<file path="config.mk">
export PLATFORM = sky130hd
export DESIGN_NAME = cpu_reset_strap_seq
export DESIGN_NICKNAME = d
export VERILOG_FILES = /design/src/rtl/rsq_pkg.sv /design/src/rtl/rsq_sync.sv /design/src/rtl/rsq_timer.sv /design/src/rtl/cpu_reset_strap_seq.sv
export SDC_FILE = /design/constraint.sdc
export NUM_CORES = 1
export LEC_CHECK = 0
export BUFFER_PORTS_ARGS = -buffer_cell sky130_fd_sc_hd__buf_4
export CORE_AREA = 2 2 73 75
export CTS_CLUSTER_SIZE = 25
export DETAILED_ROUTE_END_ITERATION = 7
export DIE_AREA = 0 0 75 77
export GPL_ROUTABILITY_DRIVEN = 0
export PLACE_DENSITY = 0.47
export SYNTH_ARGS = -nofsm -noshare
export SYNTH_HDL_FRONTEND = slang
export SYNTH_HIERARCHICAL = 1
export SYNTH_SLANG_ARGS = --single-unit
export TNS_END_PERCENT = 30
</file>
<file path="constraint.sdc">
create_clock -name clk -period 3.3 [get_ports clk]
set_input_delay 0.66 -clock clk [delete_from_list [all_inputs] [get_ports clk]]
set_output_delay 0.66 -clock clk [all_outputs]
set_load 0.02 [all_outputs]
</file>
<file path="src/rtl/rsq_pkg.sv">
package rsq_pkg;
  typedef enum logic [1:0] {
    PH_RESET   = 2'd0,
    PH_STRETCH = 2'd1,
    PH_HOLD    = 2'd2,
    PH_FREE    = 2'd3
  } rsq_phase_e;
endpackage

</file>
<file path="src/rtl/rsq_sync.sv">
module rsq_sync #(
  parameter int STAGES = 2
) (
  input  logic clk,
  input  logic arst_n,
  output logic rel_o
);
  logic [STAGES-1:0] sh_q;
  logic [STAGES-1:0] sh_d;

  always_comb begin
    sh_d = {sh_q[STAGES-2:0], 1'b1};
  end

  always_ff @(posedge clk or negedge arst_n) begin
    if (!arst_n) sh_q <= '0;
    else         sh_q <= sh_d;
  end

  assign rel_o = sh_q[STAGES-1];

  generate
    if (STAGES < 2) begin : g_bad_stages
      $error("rsq_sync needs at least two stages");
    end
  endgenerate

  // the last stage only rises after the stage before it was already high
  assert_sync_order_R2: assert property (@(posedge clk) disable iff (!arst_n)
    sh_q[STAGES-1] |-> $past(sh_q[STAGES-2]));
endmodule

</file>
<file path="src/rtl/rsq_timer.sv">
module rsq_timer #(
  parameter int W = 8
) (
  input  logic         clk,
  input  logic         arst_n,
  input  logic         load_i,
  input  logic [W-1:0] val_i,
  output logic         zero_o
);
  logic [W-1:0] cnt_q;
  logic [W-1:0] cnt_d;
  logic         cnt_en;

  always_comb begin
    cnt_en = load_i | (cnt_q != '0);
    cnt_d  = load_i ? val_i : cnt_q - 1'b1;
  end

  always_ff @(posedge clk or negedge arst_n) begin
    if (!arst_n)     cnt_q <= '0;
    else if (cnt_en) cnt_q <= cnt_d;
  end

  assign zero_o = (cnt_q == '0);

  // without a load the count only moves down by one
  assert_timer_step_R2: assert property (@(posedge clk) disable iff (!arst_n)
    (!load_i && cnt_q != '0) |=> (cnt_q == $past(cnt_q) - 1'b1));
endmodule

</file>
<file path="src/rtl/cpu_reset_strap_seq.sv">
module cpu_reset_strap_seq
  import rsq_pkg::*;
#(
  parameter int STRETCH_CYC = 100000,
  parameter int HOLD_CYC    = 2,
  parameter int SYNC_STAGES = 2
) (
  input  logic clk,
  input  logic rst_in_n,
  output logic cpu_rst_n,
  output logic strap_o,
  output logic strap_oe
);
  localparam int MAXC = (STRETCH_CYC > HOLD_CYC) ? STRETCH_CYC : HOLD_CYC;
  localparam int W    = $clog2(MAXC + 1);
  localparam logic [W-1:0] STRETCH_LD = W'(STRETCH_CYC - 1);
  localparam logic [W-1:0] HOLD_LD    = W'(HOLD_CYC - 1);

  generate
    if (HOLD_CYC < 2 || HOLD_CYC > 20) begin : g_bad_hold
      $error("HOLD_CYC must lie in 2..20");
    end
    if (STRETCH_CYC < 4) begin : g_bad_stretch
      $error("STRETCH_CYC must be at least 4 for strap setup");
    end
  endgenerate

  logic         rel_sync;
  logic         tmr_zero;
  logic         tmr_load;
  logic [W-1:0] tmr_val;
  rsq_phase_e   phase_q;
  rsq_phase_e   phase_d;

  rsq_sync #(.STAGES(SYNC_STAGES)) u_sync (
    .clk    (clk),
    .arst_n (rst_in_n),
    .rel_o  (rel_sync)
  );

  rsq_timer #(.W(W)) u_timer (
    .clk    (clk),
    .arst_n (rst_in_n),
    .load_i (tmr_load),
    .val_i  (tmr_val),
    .zero_o (tmr_zero)
  );

  always_comb begin
    phase_d  = phase_q;
    tmr_load = 1'b0;
    tmr_val  = '0;
    case (phase_q)
      PH_RESET: if (rel_sync) begin
        phase_d  = PH_STRETCH;
        tmr_load = 1'b1;
        tmr_val  = STRETCH_LD;
      end
      PH_STRETCH: if (tmr_zero) begin
        phase_d  = PH_HOLD;
        tmr_load = 1'b1;
        tmr_val  = HOLD_LD;
      end
      PH_HOLD: if (tmr_zero) begin
        phase_d = PH_FREE;
      end
      default: phase_d = PH_FREE;
    endcase
  end

  always_ff @(posedge clk or negedge rst_in_n) begin
    if (!rst_in_n) phase_q <= PH_RESET;
    else           phase_q <= phase_d;
  end

  assign cpu_rst_n = (phase_q == PH_HOLD) || (phase_q == PH_FREE);
  assign strap_oe  = (phase_q != PH_FREE);
  assign strap_o   = (phase_q == PH_FREE);

  // cycles spent in the hold window, kept only for the bound check
  logic [W-1:0] hold_run_q;
  always_ff @(posedge clk or negedge rst_in_n) begin
    if (!rst_in_n)                hold_run_q <= '0;
    else if (phase_q == PH_HOLD)  hold_run_q <= hold_run_q + 1'b1;
    else                          hold_run_q <= '0;
  end

  // the strap is never held past HOLD_CYC cycles after release
  assert_hold_bound_R5: assert property (@(posedge clk) disable iff (!rst_in_n)
    (phase_q == PH_HOLD) |-> (int'(hold_run_q) < HOLD_CYC));

  // strap driven low while processor reset is active
  assert_strap_in_reset_R3: assert property (@(posedge clk) disable iff (!rst_in_n)
    !cpu_rst_n |-> (strap_oe && !strap_o));

  // once released, the strap stays off until the next reset
  assert_free_sticky_R6: assert property (@(posedge clk) disable iff (!rst_in_n)
    (phase_q == PH_FREE) |=> (phase_q == PH_FREE));

  // processor reset only rises after the synchronized release
  assert_rise_after_sync_R2: assert property (@(posedge clk) disable iff (!rst_in_n)
    $rose(cpu_rst_n) |-> $past(rel_sync));
endmodule

</file>
## After elaboration in Yosys (flattened, before gate mapping)

Index checks and enable logic that the tools add are counted.

- Flip-flop bits (word level): 21
- Input port bits: 2
- Output and inout bits: 3
- Word-level logic and storage cells: 28

- Add/sub/neg operators: 1
- Eq/ne operators: 7
- Muxes and demuxes: 11
- Bitwise logic cells: 1
- Reduce and logical (&&, ||, !) cells: 5

Operator list:

| operator | number |
|---|---|
| 17-bit 2-to-1 mux | 2 |
| 17-bit one-hot mux with 2 select lines | 1 |
| 17-bit zero test | 1 |
| 17-bit nonzero test | 1 |
| 17-bit by 1-bit subtractor with 17-bit output, second input constant | 1 |
| 2-bit 2-to-1 mux | 3 |
| 2-bit inequality test, second input constant | 3 |
| 2-bit one-hot mux with 3 select lines | 1 |
| 2-bit equality test, second input constant | 2 |
| 1-bit 2-to-1 mux | 3 |
| 3-bit AND reduction | 1 |
| 2-bit by 1-bit equality test with 1-bit output, second input constant | 1 |
| 2-bit zero test | 1 |
| 2-bit by 1-bit inequality test with 1-bit output, second input constant | 1 |
| 1-bit one-hot mux with 2 select lines | 1 |
| 1-bit logical OR | 1 |
| 1-bit OR | 1 |

## Longest topological paths before layout

Gate-level depths: netlist of the first run.

- Depth in word-level cells: 4
- Mapped depth: 12
- Mapped depth without buffers: 10

## Modules after synthesis

The synthesis of the first run kept the hierarchy.

By module, submodules not included:

| module | times used | cells an instance | area each (sq um) | sequential area each (sq um) |
|---|---|---|---|---|
| rsq_timer | 1 | 109 | 1033.5 | 425.4 |
| cpu_reset_strap_seq | 1 | 13 | 112.6 | 50.0 |
| rsq_sync | 1 | 3 | 53.8 | 50.0 |

## Worst setup path before layout of the first run

Ideal clock, no wire load.

- Path kind: register to register
- Start point: reg u_timer.cnt_q[0]
- End point: reg u_timer.cnt_q[11]
- Setup time: 0.136 ns
- Arrival time: 2.605 ns
- Required time: 3.164 ns
- Path slack: 0.559 ns
- Cell stages (with the launch flop): 12
- Buffers on the path: 3
- Clock period less this slack: 2.741 ns
- Cells stage by stage: dfrtp_1 inv_1 ha_1 nor4b_1 nand2b_1 nor3_2 buf_2 nand2_1 a21oi_1 buf_1 clkbuf_1 o31ai_1

- Longest elaborated chain between the ends: 4
- Elaborated cells between the ends (all ways): 7
- Classes of those cells: add/sub: 1; mux: 3; bitwise: 1; reduce/logical: 2

RTL lines:

| element | line | RTL |
|---|---|---|
| from (decl) | rsq_timer.sv:10 | `logic [W-1:0] cnt_q;` |
| from (signal assigned) | rsq_timer.sv:21 | `else if (cnt_en) cnt_q <= cnt_d;` |
| 17-bit zero test (*) | rsq_timer.sv:24 | `assign zero_o = (cnt_q == '0);` |
| via tmr_zero | cpu_reset_strap_seq.sv:29 | `logic tmr_zero;` |
| 1-bit 2-to-1 mux (*) | cpu_reset_strap_seq.sv:59 | `PH_STRETCH: if (tmr_zero) begin` |
| 1-bit one-hot mux with 2 select lines (*) | cpu_reset_strap_seq.sv:53 | `case (phase_q)` |
| via tmr_load | cpu_reset_strap_seq.sv:30 | `logic tmr_load;` |
| 17-bit 2-to-1 mux / 1-bit OR (equally long branches) | rsq_timer.sv:16, rsq_timer.sv:15 |  |

The timed path passes the listed nets; every way through them passes the cells marked *.
A chain may end at the register's enable or synchronous reset.

## Worst setup path after layout of the first run

- Start point: reg u_timer.cnt_q[0]
- End point: reg u_timer.cnt_q[13]

The elaborated chain is that of the path after synthesis.

==> results.json, run 1 <==
{
  "clk_path_buf_depth": 2,
  "h-tree-depth": 1,
  "path_class": "reg -> reg",
  "fp-row-count": 26,
  "r2r_start": "u_timer/cnt_q[0]$_DFFE_PN0P_",
  "worstSkewPairLatency_ns": 0.26,
  "cp.required_ns": 3.48,
  "crit_arrival_ns": 2.65,
  "synth.avg_cell_area_um2": 9.60,
  "grt.busiest_layer": "met2",
  "grt_antenna_before_repair": 0,
  "timing.fmax_mhz": 404,
  "port_buffers": 4,
  "vias": 915,
  "met2_usage_pct": 15.5,
  "cts-root-buf": "clkbuf_8",
  "die_area_um2": 5780,
  "cts_tree": "yes",
  "dp_hpwl_um": 1780,
  "tightest_slew_ns": 0.714,
  "vdd_drop_max_mv": 0.301,
  "n_fill_cell": 535,
  "endpoint_kind": "flop",
  "wl_um": 2550,
  "cap_violations": 0,
  "layout-drive-gt1-share_pct": 14.0,
  "startpoint": "u_timer/cnt_q[0]$_DFFE_PN0P_",
  "p_sw_mw": 0.388,
  "crit_fanout": 37,
  "cts_setup_buffers": 0,
  "pin_count": 5,
  "drc": 0,
  "grt_pass1_wl_um": 4150,
  "core_region_area_um2": 4980,
  "hp-class": "in -> async",
  "clock_sinks": 21,
  "max_slew_margin_pct": 52.2,
  "comb_power_share_pct": 35.5,
  "grtUsageMet3_pct": 1.58,
  "antenna_cells": 0,
  "r2r_setup_slack_ns": 0.82,
  "fin_crit_ns": 2.48,
  "via_per_inst": 4.44,
  "wl_per_cell_um": 12.4,
  "async_flop_share_pct": 100,
  "synth_flop_cell": "dfrtp_1",
  "clk_pin_slew_ns": 0.08,
  "setup_viol": 0,
  "ys_ff_latch": 21,
  "synth_cell_types": 38,
  "fin_area_um2": 1390,
  "setup.worst_path.end": "u_timer/cnt_q[13]$_DFFE_PN0P_",
  "reg2reg_to": "u_timer/cnt_q[13]$_DFFE_PN0P_",
  "dp.cells": 202,
  "synthesis.area_um2": 1200,
  "dieWidth_um": 75,
  "swShare_pct": 38.8,
  "start_util_pct": 24.1,
  "power_frac_seq_pct": 47.3,
  "track_usage_pct": 9.43,
  "ctsResizeCount": 0,
  "fin_cells": 206,
  "grt_pass1_vias": 882,
  "final_util_pct": 27.9,
  "hold_buffers": 0,
  "worstSetupStartpointType": "flop",
  "overflow": 0,
  "netlist_instances": 125,
  "die_h_um": 77,
  "nNetsFinal": 140,
  "syn_to_final_growth_pct": 15.7,
  "placed_area_um2": 1340,
  "first_iter_violations": 48,
  "internal_power_mw": 0.612,
  "rsz0062_at_grt": "no",
  "worst_slack_ns": 0.824,
  "clock_skew_ns": 0.00779,
  "rr_worst_depth": 11,
  "ant_nets": 0,
  "power_density_nw_per_um2": 720,
  "grt_max_degree": 38,
  "synth_edf_count": 0,
  "tns_ns": 0,
  "cts_buffers": 3,
  "p_leak_nw": 0.523,
  "pre_cts_slack_ns": 0.858,
  "slew_viol_final": 0,
  "grt_use_met1_pct": 11.8,
  "yosysWarnings": 6,
  "hold_viol_final": 0,
  "outcome": "complete, no violations",
  "first_pass_iters": 4,
  "pwr-share-clk_pct": 17.2,
  "ys_seq_area_share_pct": 43.8,
  "period_share_pct": 75.0
}
[kinds of logic (layout without fill, tap and decap cells)]
kind of cell / Yosys count / in the layout / synth area share (%)
buffers and inverters: 9 / 14 / 2.92
muxes: 1 / 1 / 0.834
DFF: 21 / 21 / 43.8
adders and majority gates: 1 / 1 / 1.04
other: 2 / 8 / 0.626
xor gates and xnor gates: 11 / 11 / 8.03
and+or+nand+nor: 54 / 54 / 26.8
AOI/OAI and AO/OA: 26 / 26 / 16.0
[routing by layer]
layer  up-vias  wire length [µm]
met3         4                55
met1       438              1220
li1        461                 -
met2        12              1240
met4         0                39
met5         -                 0
[Yosys cell counts (all sizes together) (3+ instances only)]
master   n  area share, %
a21boi   3            1.9
clkbuf   4            1.3
dfrtp   21             44
inv      3           0.94
nand2   19            5.9
nand2b   6            3.8
nor2     7            2.2
nor3     5            2.5
nor4     5            3.9
o21ai    3            1.3
o31ai   14            9.2
xnor2    8            5.8
xor2     3            2.2
[metrics by stage]
stage	hold WS, ns	power (mW)
floorplan	0.331	0.734
global placement	0.332	0.819
detailed placement	0.335	0.834
CTS	0.274	1.01
global route	0.275	1.08
finish	0.272	1.00
[power by group through the flow]
stage	combinational, mW	sequential [mW]	clock [mW]
finish	0.355	0.473	0.172
global route	0.395	0.490	0.193
CTS	0.357	0.475	0.181
detailed placement	0.352	0.481	0
global placement	0.344	0.475	0
floorplan	0.283	0.450	0
[worst min path at each step]
stage                        startpoint                            to
2_1_floorplan  u_sync/sh_q[0]$_DFF_PN0_      u_sync/sh_q[1]$_DFF_PN0_
3_3_place_gp   u_sync/sh_q[0]$_DFF_PN0_      u_sync/sh_q[1]$_DFF_PN0_
3_5_place_dp   u_sync/sh_q[0]$_DFF_PN0_      u_sync/sh_q[1]$_DFF_PN0_
6_report                       rst_in_n  u_timer/cnt_q[2]$_DFFE_PN0P_
4_1_cts                        rst_in_n  u_timer/cnt_q[3]$_DFFE_PN0P_
5_1_grt                        rst_in_n  u_timer/cnt_q[3]$_DFFE_PN0P_
[layout make-up]
| type | count | area, µm² | share of cell area [%] |
|---|---|---|---|
| clock buffers | 3 | 41.3 | 2.97 |
| clock inverters | 1 | 5.00 | 0.360 |
| inverters | 3 | 11.3 | 0.811 |
| multi-input cells | 101 | 666 | 47.9 |
| flip-flops and latches | 21 | 526 | 37.8 |
| well taps | 70 | 87.6 | 6.31 |
| repair buffers | 7 | 52.6 | 3.78 |
[critical path, cell delays in order (launching register included)]
cell and delay, ns:
dfrtp_1 0.39, inv_1 0.09, ha_1 0.23, nor4b_1 0.27
buf_4 0.19, nand2b_1 0.10, nor3_2 0.17, nand2_1 0.11
a21oi_2 0.15, buf_4 0.34, o41ai_1 0.16, nor3b_1 0.19
[placed cells by master, fill, tap and decap left out, types with 2 or more instances in the layout]
master / synthesis / routed
o21ai_0: 2 / 2
or3_1: 2 / 2
nand2b_1: 5 / 5
clkbuf_8: 0 / 3
nor4_1: 4 / 4
nor2_1: 7 / 7
nor3_1: 4 / 4
conb_1: 2 / 8
or4_1: 2 / 2
o31ai_1: 13 / 13
xor2_1: 3 / 3
xnor2_1: 8 / 8
inv_1: 3 / 3
a21boi_0: 3 / 3
nand2_1: 19 / 19
buf_4: 0 / 7
dfrtp_1: 21 / 21
[flip-flops by register name, summed over array words and instances, names as in the netlist]
signal,cells
u_timer/cnt_q,17
phase_q,2
u_sync/sh_q,2
(Power assumes the default switching activity.)
==> run 2: changes to the inputs <==
PLACE_DENSITY = 0.48   (was 0.47)
clock period = 2.05 ns   (was 3.3 ns; I/O delays follow)
==> run 2 against run 1 <==
Combinational power increased to 2.5 times the previous value. Global-route usage grew 1.7 points. Critical path type unchanged. Sequential share of layout area fell by 6.2 points. Clock skew shrank 0.0011 ns. The run now ends with setup timing left. Core utilization is 5.5 points higher. Sequential power increased by 60%. Clock power up 59%. Largest cell class unchanged.
==> results.json, run 2 (synthesized netlist as in run 1, its figures left out) <==
{
  "setup_viol": 1,
  "core_region_area_um2": 4980,
  "endpoint_kind": "flop",
  "final_cell_mix": "buf_4, dfrtp_1, nand2_1, o31ai_1",
  "ant_nets": 0,
  "clock_sinks": 21,
  "rr_worst_depth": 7,
  "cp.required_ns": 2.22,
  "worstSetupStartpointType": "flop",
  "clock_skew_ns": 0.00668,
  "worst_slack_ns": -0.00984,
  "crit_fanout": 4,
  "antenna_cells": 0,
  "crit_arrival_ns": 2.23,
  "final_common_cell": "buf_4",
  "die_area_um2": 5780,
  "cap_violations": 0,
  "first_pass_iters": 5,
  "grt_antenna_before_repair": 0,
  "cts_tree": "yes",
  "p_leak_nw": 0.653,
  "rsz0062_at_grt": "yes",
  "nNetsFinal": 163,
  "grt_max_degree": 22,
  "ff_latch_area_um2": 526,
  "die_h_um": 77,
  "drc": 0,
  "layout-drive-gt1-share_pct": 32.7,
  "hold_viol_final": 0,
  "grt.busiest_layer": "met2",
  "grt_pass1_vias": 1066,
  "clk_pin_slew_ns": 0.08,
  "wl_um": 2820,
  "wl_per_cell_um": 12.3,
  "placed_area_um2": 1540,
  "fin_cells": 229,
  "overflow": 0,
  "vdd_drop_max_mv": 0.586,
  "outcome": "complete, but fails checks",
  "reg_top3": "u_timer/cnt_q x17, phase_q x2, u_sync/sh_q x2",
  "path_class": "reg -> reg",
  "port_buffers": 4,
  "tns_ns": -0.00984,
  "largest-register": "u_timer/cnt_q",
  "clk_path_buf_depth": 2,
  "dp_hpwl_um": 2040,
  "worstSkewPairLatency_ns": 0.26,
  "multi_input_area_um2": 739,
  "hp-class": "in -> async",
  "violations": "setup timing",
  "power_density_nw_per_um2": 1160,
  "fp-row-count": 26,
  "timing.fmax_mhz": 485,
  "dp.cells": 222,
  "vias": 1003,
  "period_share_pct": 100,
  "grt_use_met1_pct": 15.0,
  "slew_viol_final": 0,
  "track_usage_pct": 11.1,
  "n_fill_cell": 494,
  "fin_crit_ns": 2.06,
  "cts-root-buf": "clkbuf_8",
  "cts_buffers": 3,
  "met2_usage_pct": 17.3,
  "via_per_inst": 4.38,
  "largest_reg_flops": 17,
  "r2r_setup_slack_ns": -0.01,
  "first_iter_violations": 34,
  "dieWidth_um": 75,
  "syn_to_final_growth_pct": 38.6,
  "grt_pass1_wl_um": 4970,
  "pre_cts_slack_ns": -0.0487,
  "hold_buffers": 0,
  "fin_area_um2": 1660,
  "start_util_pct": 24.1,
  "grtUsageMet3_pct": 2.89,
  "pin_count": 5,
  "h-tree-depth": 1
}
## run 2: layout make-up
type                       instances  share of cell area, %
timing repair buffer              30                   15.3
sequential                        21                   31.6
inverter                           3                  0.677
multi-input combinational        101                   44.5
tap                               70                   5.27
clock buffer                       4                   2.71
## run 2: path summary, 6_finish.rpt
kind | to | from
setup / recovery | u_timer/cnt_q[10]$_DFFE_PN0P_ | u_timer/cnt_q[1]$_DFFE_PN0P_
hold / removal | u_timer/cnt_q[15]$_DFFE_PN0P_ | rst_in_n
setup reg to reg | u_timer/cnt_q[10]$_DFFE_PN0P_ | u_timer/cnt_q[1]$_DFFE_PN0P_
hold reg to reg | u_sync/sh_q[1]$_DFF_PN0_ | u_sync/sh_q[0]$_DFF_PN0_
max in group asynchronous | u_timer/cnt_q[10]$_DFFE_PN0P_ | rst_in_n
min in group clk | u_sync/sh_q[1]$_DFF_PN0_ | u_sync/sh_q[0]$_DFF_PN0_
## run 2: worst max-delay path, cell delays in order (launching register included)
cell and delay (ns):
dfrtp_1 0.39, inv_2 0.08, ha_4 0.13, buf_4 0.10, or4b_4 0.50, or4_4 0.43, xor2_1 0.17, o31ai_2 0.17
## run 2: power breakdown
group          total [mW]  internal, mW  switching (mW)
combinational       0.903         0.487           0.416
sequential          0.755         0.576           0.179
clock               0.273         0.138           0.134
total                1.93          1.20           0.730
## run 2: through the flow
| step | utilization [%] | power (mW) | hold WS (ns) |
|---|---|---|---|
| final | 33.4 | 1.93 | 0.0198 |
| after global routing | 33.4 | 2.08 | 0.0330 |
| after CTS | 32.7 | 1.89 | 0.0306 |
| after detailed placement | 30.9 | 1.56 | 0.316 |
| after global placement | 30.9 | 1.54 | 0.309 |
| after floorplan | - | 1.23 | 0.114 |
## run 2: per-layer routing
metal | share of wire [%] | wire length (µm) | vias up
met5 | 0 | 0 | -
met4 | 1.1 | 31 | 0
met3 | 3.0 | 86 | 4
met2 | 46 | 1290 | 13
met1 | 50 | 1410 | 477
li1 | - | - | 509
## run 2: timing repair
action,CTS,global route
setup endpoints to repair,4,13
pin swaps,1,2
hold endpoints to repair,0,0
setup buffers,2,1
gates resized for setup,5,6
